**src/rtl/nand_seq_pkg.sv**
```systemverilog
package nand_seq_pkg;

  localparam int FIELD_W = 3;

  localparam logic [1:0] OP_CMD   = 2'd0;
  localparam logic [1:0] OP_ADDR  = 2'd1;
  localparam logic [1:0] OP_WDATA = 2'd2;
  localparam logic [1:0] OP_RDATA = 2'd3;

  typedef enum logic [1:0] {
    PH_IDLE   = 2'd0,
    PH_SETUP  = 2'd1,
    PH_STROBE = 2'd2,
    PH_HOLD   = 2'd3
  } phase_e;

  typedef struct packed {
    logic [FIELD_W-1:0] setup;
    logic [FIELD_W-1:0] strobe;
    logic [FIELD_W-1:0] hold;
  } timing_t;

  // Effective setup field: the base variant keeps only the two low bits.
  function automatic logic [FIELD_W-1:0] setup_field(input logic [FIELD_W-1:0] raw,
                                                     input bit wide);
    logic [FIELD_W-1:0] f;
    f = raw;
    if (!wide) f[FIELD_W-1] = 1'b0;
    return f;
  endfunction

  // Tick count of a phase from its stored field.
  function automatic logic [FIELD_W:0] field_ticks(input logic [FIELD_W-1:0] f);
    return {1'b0, f} + {{FIELD_W{1'b0}}, 1'b1};
  endfunction

  function automatic bit is_data_op(input logic [1:0] op);
    return (op == OP_WDATA) || (op == OP_RDATA);
  endfunction

endpackage

```
**src/rtl/nand_rb_sync.sv**
```systemverilog
module nand_rb_sync #(
  parameter int STAGES = 2
) (
  input  logic clk,
  input  logic rst_n,
  input  logic rb_async,
  output logic rb_sync
);
  localparam int NSTG = (STAGES < 2) ? 2 : STAGES;

  logic [NSTG-1:0] chain_q;

  always_ff @(posedge clk or negedge rst_n) begin
    if (!rst_n) chain_q <= '0;
    else        chain_q <= {chain_q[NSTG-2:0], rb_async};
  end

  assign rb_sync = chain_q[NSTG-1];

endmodule

```
**src/rtl/nand_cfg_regs.sv**
```systemverilog
module nand_cfg_regs
  import nand_seq_pkg::*;
#(
  parameter bit WIDE_SETUP = 1'b0
) (
  input  logic               clk,
  input  logic               rst_n,
  input  logic               cfg_we,
  input  logic               cfg_enable,
  input  logic               cfg_chip_off,
  input  logic               cfg_ecc_init,
  input  logic [FIELD_W-1:0] cfg_setup,
  input  logic [FIELD_W-1:0] cfg_strobe,
  input  logic [FIELD_W-1:0] cfg_hold,
  output logic               en_q,
  output logic               ce_n_q,
  output timing_t            timing_q,
  output logic               init_pulse_q
);
  localparam logic [FIELD_W-1:0] FIELD_MAX = '1;

  always_ff @(posedge clk or negedge rst_n) begin
    if (!rst_n) begin
      en_q            <= 1'b0;
      ce_n_q          <= 1'b1;
      timing_q.setup  <= setup_field(FIELD_MAX, WIDE_SETUP);
      timing_q.strobe <= FIELD_MAX;
      timing_q.hold   <= FIELD_MAX;
      init_pulse_q    <= 1'b0;
    end else begin
      init_pulse_q <= cfg_we && cfg_ecc_init;
      if (cfg_we) begin
        en_q            <= cfg_enable;
        ce_n_q          <= cfg_chip_off;
        timing_q.setup  <= setup_field(cfg_setup, WIDE_SETUP);
        timing_q.strobe <= cfg_strobe;
        timing_q.hold   <= cfg_hold;
      end
    end
  end

  // a pulse only ever follows a write that carried the init bit
  assert_init_from_write_R11: assert property (@(posedge clk) disable iff (!rst_n)
    init_pulse_q |-> $past(cfg_we && cfg_ecc_init));

  // in the base variant the stored setup field never exceeds three
  assert_setup_range_R6: assert property (@(posedge clk) disable iff (!rst_n)
    WIDE_SETUP || (timing_q.setup[FIELD_W-1] == 1'b0));

endmodule

```
**src/rtl/nand_phase_seq.sv**
```systemverilog
module nand_phase_seq
  import nand_seq_pkg::*;
#(
  parameter int DATA_W = 8
) (
  input  logic              clk,
  input  logic              rst_n,
  input  logic              en,
  input  timing_t           timing,
  input  logic              req,
  input  logic [1:0]        op,
  input  logic [DATA_W-1:0] wdata,
  input  logic [DATA_W-1:0] dq_in,
  output logic              ready,
  output logic              ack,
  output logic [DATA_W-1:0] rdata,
  output logic              cle,
  output logic              ale,
  output logic              we_n,
  output logic              re_n,
  output logic [DATA_W-1:0] dq_out,
  output logic              dq_oe,
  output logic              ecc_valid,
  output logic [DATA_W-1:0] ecc_byte,
  output logic              accept,
  output logic              phase_done
);
  phase_e             phase_q;
  logic [FIELD_W-1:0] cnt_q;
  logic [FIELD_W-1:0] strobe_lat_q;
  logic [FIELD_W-1:0] hold_lat_q;
  logic [1:0]         op_q;
  logic               is_read_q;

  // Named events for the checks and the top level
  assign ready      = en && (phase_q == PH_IDLE);
  assign accept     = req && ready;
  assign phase_done = (phase_q != PH_IDLE) && (cnt_q == '0);

  always_ff @(posedge clk or negedge rst_n) begin
    if (!rst_n) begin
      phase_q      <= PH_IDLE;
      cnt_q        <= '0;
      strobe_lat_q <= '0;
      hold_lat_q   <= '0;
      op_q         <= OP_CMD;
      is_read_q    <= 1'b0;
      ack          <= 1'b0;
      rdata        <= '0;
      cle          <= 1'b0;
      ale          <= 1'b0;
      we_n         <= 1'b1;
      re_n         <= 1'b1;
      dq_out       <= '0;
      dq_oe        <= 1'b0;
      ecc_valid    <= 1'b0;
      ecc_byte     <= '0;
    end else if (!en) begin
      phase_q   <= PH_IDLE;
      cnt_q     <= '0;
      ack       <= 1'b0;
      cle       <= 1'b0;
      ale       <= 1'b0;
      we_n      <= 1'b1;
      re_n      <= 1'b1;
      dq_oe     <= 1'b0;
      ecc_valid <= 1'b0;
    end else begin
      ack       <= 1'b0;
      ecc_valid <= 1'b0;
      unique case (phase_q)
        PH_IDLE: begin
          if (accept) begin
            phase_q      <= PH_SETUP;
            cnt_q        <= timing.setup;
            strobe_lat_q <= timing.strobe;
            hold_lat_q   <= timing.hold;
            op_q         <= op;
            is_read_q    <= (op == OP_RDATA);
            cle          <= (op == OP_CMD);
            ale          <= (op == OP_ADDR);
            dq_oe        <= (op != OP_RDATA);
            dq_out       <= wdata;
          end
        end
        PH_SETUP: begin
          if (phase_done) begin
            phase_q <= PH_STROBE;
            cnt_q   <= strobe_lat_q;
            if (is_read_q) re_n <= 1'b0;
            else           we_n <= 1'b0;
          end else begin
            cnt_q <= cnt_q - 1'b1;
          end
        end
        PH_STROBE: begin
          if (phase_done) begin
            phase_q <= PH_HOLD;
            cnt_q   <= hold_lat_q;
            we_n    <= 1'b1;
            re_n    <= 1'b1;
            if (is_read_q) rdata <= dq_in;
            if (is_data_op(op_q)) begin
              ecc_valid <= 1'b1;
              ecc_byte  <= is_read_q ? dq_in : dq_out;
            end
          end else begin
            cnt_q <= cnt_q - 1'b1;
          end
        end
        PH_HOLD: begin
          if (phase_done) begin
            phase_q <= PH_IDLE;
            ack     <= 1'b1;
            cle     <= 1'b0;
            ale     <= 1'b0;
            dq_oe   <= 1'b0;
          end else begin
            cnt_q <= cnt_q - 1'b1;
          end
        end
        default: phase_q <= PH_IDLE;
      endcase
    end
  end

  // latch enables are mutually exclusive
  assert_cle_ale_excl_R2: assert property (@(posedge clk) disable iff (!rst_n)
    !(cle && ale));

  // never strobe both directions, never drive the bus during a read strobe
  assert_one_strobe_R7: assert property (@(posedge clk) disable iff (!rst_n)
    !(!we_n && !re_n) && (!re_n -> !dq_oe));

  // a disabled controller releases both strobes on the next cycle
  assert_disabled_quiet_R10: assert property (@(posedge clk) disable iff (!rst_n)
    !en |=> (we_n && re_n && !ack));

  // the ECC valid strobe only appears during data cycles
  assert_ecc_data_only_R12: assert property (@(posedge clk) disable iff (!rst_n)
    ecc_valid |-> (!cle && !ale));

  // no new request is accepted while a cycle is in progress
  assert_serialised_R13: assert property (@(posedge clk) disable iff (!rst_n)
    (phase_q != PH_IDLE) |-> !ready);

  // the acknowledge is a single-cycle pulse
  assert_ack_single_R13: assert property (@(posedge clk) disable iff (!rst_n)
    ack |=> !ack);

endmodule

```
**src/rtl/nand_cycle_seq.sv**
```systemverilog
module nand_cycle_seq
  import nand_seq_pkg::*;
#(
  parameter int DATA_W      = 8,
  parameter bit WIDE_SETUP  = 1'b0,
  parameter int SYNC_STAGES = 2
) (
  input  logic              clk,
  input  logic              rst_n,
  input  logic              cfg_we,
  input  logic              cfg_enable,
  input  logic              cfg_chip_off,
  input  logic              cfg_ecc_init,
  input  logic [2:0]        cfg_setup,
  input  logic [2:0]        cfg_strobe,
  input  logic [2:0]        cfg_hold,
  input  logic              host_req,
  input  logic [1:0]        host_op,
  input  logic [DATA_W-1:0] host_wdata,
  output logic              host_ready,
  output logic              host_ack,
  output logic [DATA_W-1:0] host_rdata,
  output logic              stat_ready,
  output logic              nand_cle,
  output logic              nand_ale,
  output logic              nand_ce_n,
  output logic              nand_we_n,
  output logic              nand_re_n,
  output logic [DATA_W-1:0] nand_dq_out,
  output logic              nand_dq_oe,
  input  logic [DATA_W-1:0] nand_dq_in,
  input  logic              nand_rb,
  output logic              ecc_init_pulse,
  output logic              ecc_byte_valid,
  output logic [DATA_W-1:0] ecc_byte
);
  logic    en_w;
  timing_t timing_w;
  logic    accept_w;
  logic    phase_done_w;

  nand_cfg_regs #(.WIDE_SETUP(WIDE_SETUP)) u_cfg (
    .clk          (clk),
    .rst_n        (rst_n),
    .cfg_we       (cfg_we),
    .cfg_enable   (cfg_enable),
    .cfg_chip_off (cfg_chip_off),
    .cfg_ecc_init (cfg_ecc_init),
    .cfg_setup    (cfg_setup),
    .cfg_strobe   (cfg_strobe),
    .cfg_hold     (cfg_hold),
    .en_q         (en_w),
    .ce_n_q       (nand_ce_n),
    .timing_q     (timing_w),
    .init_pulse_q (ecc_init_pulse)
  );

  nand_phase_seq #(.DATA_W(DATA_W)) u_seq (
    .clk        (clk),
    .rst_n      (rst_n),
    .en         (en_w),
    .timing     (timing_w),
    .req        (host_req),
    .op         (host_op),
    .wdata      (host_wdata),
    .dq_in      (nand_dq_in),
    .ready      (host_ready),
    .ack        (host_ack),
    .rdata      (host_rdata),
    .cle        (nand_cle),
    .ale        (nand_ale),
    .we_n       (nand_we_n),
    .re_n       (nand_re_n),
    .dq_out     (nand_dq_out),
    .dq_oe      (nand_dq_oe),
    .ecc_valid  (ecc_byte_valid),
    .ecc_byte   (ecc_byte),
    .accept     (accept_w),
    .phase_done (phase_done_w)
  );

  nand_rb_sync #(.STAGES(SYNC_STAGES)) u_rb (
    .clk      (clk),
    .rst_n    (rst_n),
    .rb_async (nand_rb),
    .rb_sync  (stat_ready)
  );

  // an acknowledge is only ever raised by a phase that finished
  assert_ack_after_done_R13: assert property (@(posedge clk) disable iff (!rst_n)
    host_ack |-> $past(phase_done_w));

  // chip enable does not move when a cycle starts
  assert_ce_steady_R8: assert property (@(posedge clk) disable iff (!rst_n)
    (accept_w && !cfg_we) |=> $stable(nand_ce_n));

endmodule

```
**config.mk**
```make
export PLATFORM = sky130hd
export DESIGN_NAME = nand_cycle_seq
export DESIGN_NICKNAME = d
export VERILOG_FILES = /design/src/rtl/nand_seq_pkg.sv /design/src/rtl/nand_rb_sync.sv /design/src/rtl/nand_cfg_regs.sv /design/src/rtl/nand_phase_seq.sv /design/src/rtl/nand_cycle_seq.sv
export SDC_FILE = /design/constraint.sdc
export NUM_CORES = 1
export LEC_CHECK = 0
export ABC_AREA = 1
export BUFFER_PORTS_ARGS = -buffer_cell sky130_fd_sc_hd__buf_2
export CAP_MARGIN = 15
export CORE_UTILIZATION = 49
export CTS_BUF_LIST = sky130_fd_sc_hd__clkbuf_4 sky130_fd_sc_hd__clkbuf_8
export DETAILED_ROUTE_END_ITERATION = 16
export PLACE_DENSITY = 0.89
export SKIP_CTS_REPAIR_TIMING = 1
export SLEW_MARGIN = 10
export SYNTH_ARGS = -nofsm -noshare
export SYNTH_HDL_FRONTEND = slang
export SYNTH_SLANG_ARGS = --single-unit
```
**constraint.sdc**
```tcl
create_clock -name clk -period 1.6 [get_ports clk]
set_input_delay 0.32 -clock clk [delete_from_list [all_inputs] [get_ports clk]]
set_output_delay 0.32 -clock clk [all_outputs]
set_load 0.01 [all_outputs]
```
# Yosys cells after proc, flatten, opt, wreduce, memory -nomap -nowiden
# Cells that the tools add are included.
# word_totals
register_bits	58
latch_bits	0
ram_bits	0
romBits	0
inputBits	35
out_inout_bits	35
wordCells	97
memories	0
# op_classes
n_addsub	1
multipliers	0
div_mod_pow	0
order_cmp	0
eq_ne	17
n_shift	0
muxes	39
n_bitwise	0
n_reduce_logical	17
# op_table
cell	n
two-way mux 1 bit	21
AND reduction 4 bit	5
inequality test 3 bit (second input constant)	6
two-way mux 3 bit	5
one-hot mux 3 bit (4 select lines)	1
== test 2 bit (second input constant)	5
two-way mux 2 bit	5
one-hot mux 1 bit (2 select lines)	5
two-way mux 8 bit	1
one-hot mux 2 bit (4 select lines)	1
inequality test 3 x 1 -> 1 bit (second input constant)	2
AND reduction 3 bit	2
== test 2 x 1 -> 1 bit (second input constant)	2
logical AND 1 bit	4
logical NOT 2 bit	2
logical NOT 3 bit	1
inequality test 3 x 2 -> 1 bit (second input constant)	1
subtractor 3 x 1 -> 3 bit (second input constant)	1
inequality test 2 bit (second input constant)	1
AND reduction 2 bit	1
nonzero test 2 bit	1
logical OR 1 bit	1

# Longest topological paths before layout
# depth
word_depth	6
mapped_depth	10
ltp_nobuf	10

# Hierarchy
# From an unflattened synthesis, not the netlist that was laid out.
# hier_totals
cells_unflattened	323
area_unflattened_um2	2720.1
# modules_own_cells
mod	n_inst	cells_per_inst	area_each_um2	seq_area_each_um2
nand_phase_seq	1	274	2237.1	1103.6
nand_cfg_regs	1	47	432.9	286.5
nand_rb_sync	1	2	50.0	50.0

# Least setup slack after synthesis
# Ideal clock, no wire load.
# synth_path
kind	reg-to-reg
from	register u_seq.cnt_q[0]
to	register u_seq.ecc_byte[6]
setup_time_ns	0.073
arrival_ns	1.441
t_required_ns	1.527
path_slack_ns	0.086
stages_incl_launch_ff	11
path_buffers	1
synth_period_minus_slack_ns	1.514
cell_sequence	dfrtp_1 > inv_1 > ha_1 > ha_1 > inv_1 > nor2_4 > nand2_4 > nor2_8 > buf_12 > nor2_1 > a21oi_2
# synth_between
elab_chain_len	3
# synth_rtl
item	line	rtl
start: declaration	nand_phase_seq.sv:29	logic [FIELD_W-1:0] cnt_q;
start signal: assignment	nand_phase_seq.sv:75	cnt_q <= timing.setup;
start signal: assignment	nand_phase_seq.sv:89	cnt_q <= strobe_lat_q;
start signal: assignment	nand_phase_seq.sv:93	cnt_q <= cnt_q - 1'b1;
logical NOT 3 bit	nand_phase_seq.sv:38	assign phase_done = (phase_q != PH_IDLE) && (cnt_q == '0);
logical AND 1 bit	nand_phase_seq.sv:38	
AND reduction 4 bit (no source line)	n/a	
end signal: assignment	nand_phase_seq.sv:105	ecc_byte <= is_read_q ? dq_in : dq_out;
end: declaration	nand_phase_seq.sv:24	output logic [DATA_W-1:0] ecc_byte,
# No other way between the ends.
# A chain may end at the register's enable or synchronous reset.

# Worst setup path after layout
# layout_path
from	register u_seq.cnt_q[0]
to	register u_seq.ecc_byte[2]
# The elaborated chain is that of the path after synthesis.

==> flow_summary.json <==
{
  "status": "complete, but fails checks",
  "failed_checks": "negative setup slack",
  "synth_fa_ha_area_share_pct": 3.29,
  "netlist_top_cells_area": "dfrtp_1, nand2_1, dfstp_2, inv_1, o21ai_0",
  "insertion_delay_ns": 0.34,
  "finalMaxSlewViolations": 0,
  "p_sw_w": 0.00239,
  "synth_fp_nets": 348,
  "switching_share_pct": 37.8,
  "antenna_found_initial": 0,
  "ys_ff_latch": 57,
  "htreeDepth": 3,
  "crit_fanout": 8,
  "ios": 70,
  "cp.arrival_ns": 1.92,
  "cp_slowest_stage_delay_ns": 0.40,
  "r2r_cells": 9,
  "drc_errors": 0,
  "die_width_um": 75.7,
  "avgViaCountPerCell": 4.97,
  "design_area_mm2": 0.00355,
  "io_buffers": 68,
  "ant_nets": 0,
  "yosysTopAreaCellShare_pct": 43.3,
  "hp-class": "input port to flop",
  "drive_gt1_share_pct": 37.7,
  "grt_max_degree": 58,
  "met3_usage_pct": 5.69,
  "slew_headroom_pct": 72.7,
  "core_mm2": 0.00517,
  "tns_ns": -0.227,
  "busiest_layer": "met2",
  "cp.required_ns": 1.86,
  "critPathTopFamily": "simple AND/OR/NAND/NOR gates",
  "routedWlPerCell_um": 13.8,
  "grt.total_usage_pct": 21.9,
  "grt_util_met1_pct": 29.2,
  "met2_usage_pct": 34.2,
  "grt_pass1_wl_um": 9000,
  "r2r_setup_slack_ns": -0.06,
  "finalCritPeriodShare_pct": 104,
  "synth-seq-area-share_pct": 54.1,
  "synthArstFlopShare_pct": 100,
  "grt_overflow": 0,
  "leakagePower_nw": 1.85,
  "path_class": "flop to flop",
  "worst-slew-pin-transition_ns": 0.409,
  "finalSetupViolCount": 6,
  "start_util_pct": 51.4,
  "min_to": "u_rb.chain_q[0]",
  "grt_setup_unrepaired": "true",
  "hold_violations": 0,
  "r2r-start": "u_seq.cnt_q[0]",
  "cts_buffer_depth": 2,
  "slowest_stage": "dfrtp_1",
  "hold_depth": 1,
  "path_cells": "inv_2 -> ha_4 -> ha_4 -> inv_2 -> nor2_4 -> nand2_4 -> nor2_4 -> nor2_1 -> a21oi_1",
  "clockRootBuffer": "clkbuf_8",
  "drt_iter0_markers": 284,
  "hp-start": "nand_rb",
  "routabilityCongestion": 0.853,
  "startpoint_type": "flop",
  "yosys.area.top_type": "dfrtp_1",
  "numCtsBuffers": 9,
  "nets": 440,
  "r2r-end": "u_seq.ecc_byte[2]",
  "clk_pin_slew_ns": 0.07,
  "hpwl_um": 4080,
  "fin_skew_ns": 0.00730,
  "synth_cells": 306,
  "synth_xor_area_share_pct": 0,
  "p_int_w": 0.00393,
  "finalWorstSetupSlack_ns": -0.0608,
  "seq_power_share_pct": 35.1,
  "yosys.area_share.simple_pct": 23.1,
  "synthMuxAreaShare_pct": 1.27,
  "synth_flop_cell": "dfrtp_1",
  "end_kind": "flop",
  "pwr_density_cell_mw_per_mm2": 1780,
  "first_pass_iters": 5,
  "antennaDiodeCount": 0,
  "postLayoutCoreUtil_pct": 68.6,
  "placedCellCount": 442,
  "cp_num_buf_inv": 2,
  "placed_area_mm2": 0.00308,
  "yosys.cell_types.count": 26,
  "synth_top_family_by_area": "simple AND/OR/NAND/NOR gates",
  "wl_um": 6530,
  "yosysWarningCount": 0,
  "vias": 2353,
  "dieArea_mm2": 0.00573,
  "pre_cts_slack_ns": -0.0830,
  "clock-sinks": 57,
  "timing.fmax_mhz": 602,
  "chipHeight_um": 75.7,
  "min_period_ns": 1.66,
  "synth_compound_area_share_pct": 9.92,
  "grt_pass1_vias": 1968,
  "rows": 26,
  "syn_avg_cell_area_um2": 8.69,
  "ir_worst_vdd_uv": 1110,
  "synth_area_mm2": 0.00266,
  "pwr-share-clk_pct": 24.0,
  "synth_enable_flop_cells": 0,
  "fin_cells": 473,
  "maxCapViolations": 0,
  "synthToLayoutAreaGrowth_pct": 33.3,
  "combPwrFrac_pct": 40.9,
  "cts_tree": "done"
}
[registers in the layout, indices dropped and copies added, names as in the netlist, 2 cells and up]
name and count:
u_rb.chain_q 2, u_cfg.timing_q 8, u_seq.rdata 8, u_seq.cnt_q 3, u_seq.strobe_lat_q 3, u_seq.hold_lat_q 3
u_seq.phase_q 2, u_seq.ecc_byte 8, u_seq.dq_out 8
[synth_stat cells, types with 3 or more instances]
| cell | instances |
|---|---|
| nand2_1 | 107 |
| dfrtp_1 | 46 |
| inv_1 | 38 |
| o21ai_0 | 24 |
| nor2_1 | 16 |
| dfstp_2 | 11 |
| nand3_1 | 11 |
| a21oi_1 | 10 |
| o21ai_1 | 8 |
| ha_1 | 7 |
| o21a_1 | 6 |
| buf_2 | 3 |
| mux2_2 | 3 |
[worst register-to-register path: stages, from the launching register on]
cell	delay, ns
dfrtp_1	0.40
inv_2	0.08
ha_4	0.13
ha_4	0.14
inv_2	0.04
nor2_4	0.23
nand2_4	0.14
nor2_4	0.25
nor2_1	0.07
a21oi_1	0.11
[metrics by stage]
step | total power (W) | hold slack [ns]
2_1_floorplan | 0.00353 | 0.0244
3_3_place_gp | 0.00413 | 0.332
3_5_place_dp | 0.00425 | 0.340
4_1_cts | 0.00577 | -0.0237
5_1_grt | 0.00672 | 0.0742
6_report | 0.00632 | 0.0887
[logic make-up after synthesis]
group | Yosys count
multiplexers | 3
AO/OA/AOI/OAI | 49
buffers and inverters | 48
flip-flops | 57
adder cells (fa/ha/maj) | 7
AND/OR/NAND/NOR | 142
[worst max-delay path by stage]
stage | startpoint | endpoint | slack [ns] | cells past startpoint
final | u_seq.cnt_q[0] | u_seq.ecc_byte[2] | -0.06 | 9
after global routing | u_seq.cnt_q[0] | u_seq.ecc_byte[3] | -0.11 | 9
after CTS | u_seq.phase_q[0] | host_ready | -0.14 | 5
after detailed placement | u_seq.cnt_q[0] | u_seq.ecc_byte[5] | -0.08 | 9
after global placement | u_seq.cnt_q[0] | u_seq.ecc_byte[4] | 0.02 | 9
after floorplan | u_seq.cnt_q[0] | u_seq.ecc_byte[6] | 0.09 | 10
[layout make-up]
type / count / area, um^2
fillers: 354 / 1630
repair inverters: 2 / 15.0
repair buffers: 85 / 490
multi-input cells: 204 / 1140
well taps: 70 / 87.6
clock inverters: 5 / 78.8
clock buffers: 11 / 145
inverters: 39 / 150
flip-flops and latches: 57 / 1440
[routing by layer]
layer	share of wire (%)	routed length (um)	up-vias
met2	50	3290	98
met1	43	2810	1090
met3	5.2	339	12
met4	1.4	94	0
li1	-	-	1153
met5	0	0	-
[layout by cell type (no fill, tap or decap), types with 5 or more instances in the layout]
cell      count
o21ai_1      13
dfrtp_1      46
buf_4        13
a21oi_1       5
dfstp_2      11
a21oi_2       6
buf_2        68
clkbuf_8     10
nand3_1      10
o21ai_0      18
nand2_1     103
inv_1        32
inv_2         6
nor2_4        5
o21a_1        6
nor2_1       13
[power by group through the flow]
stage | registers [W] | logic, W | clock network [W]
after floorplan | 0.00230 | 0.00123 | 0
after global placement | 0.00219 | 0.00194 | 0
after detailed placement | 0.00221 | 0.00204 | 0
after CTS | 0.00219 | 0.00206 | 0.00152
after global routing | 0.00227 | 0.00285 | 0.00160
final | 0.00222 | 0.00259 | 0.00152
Note: power is estimated with default switching activity, not from simulation.
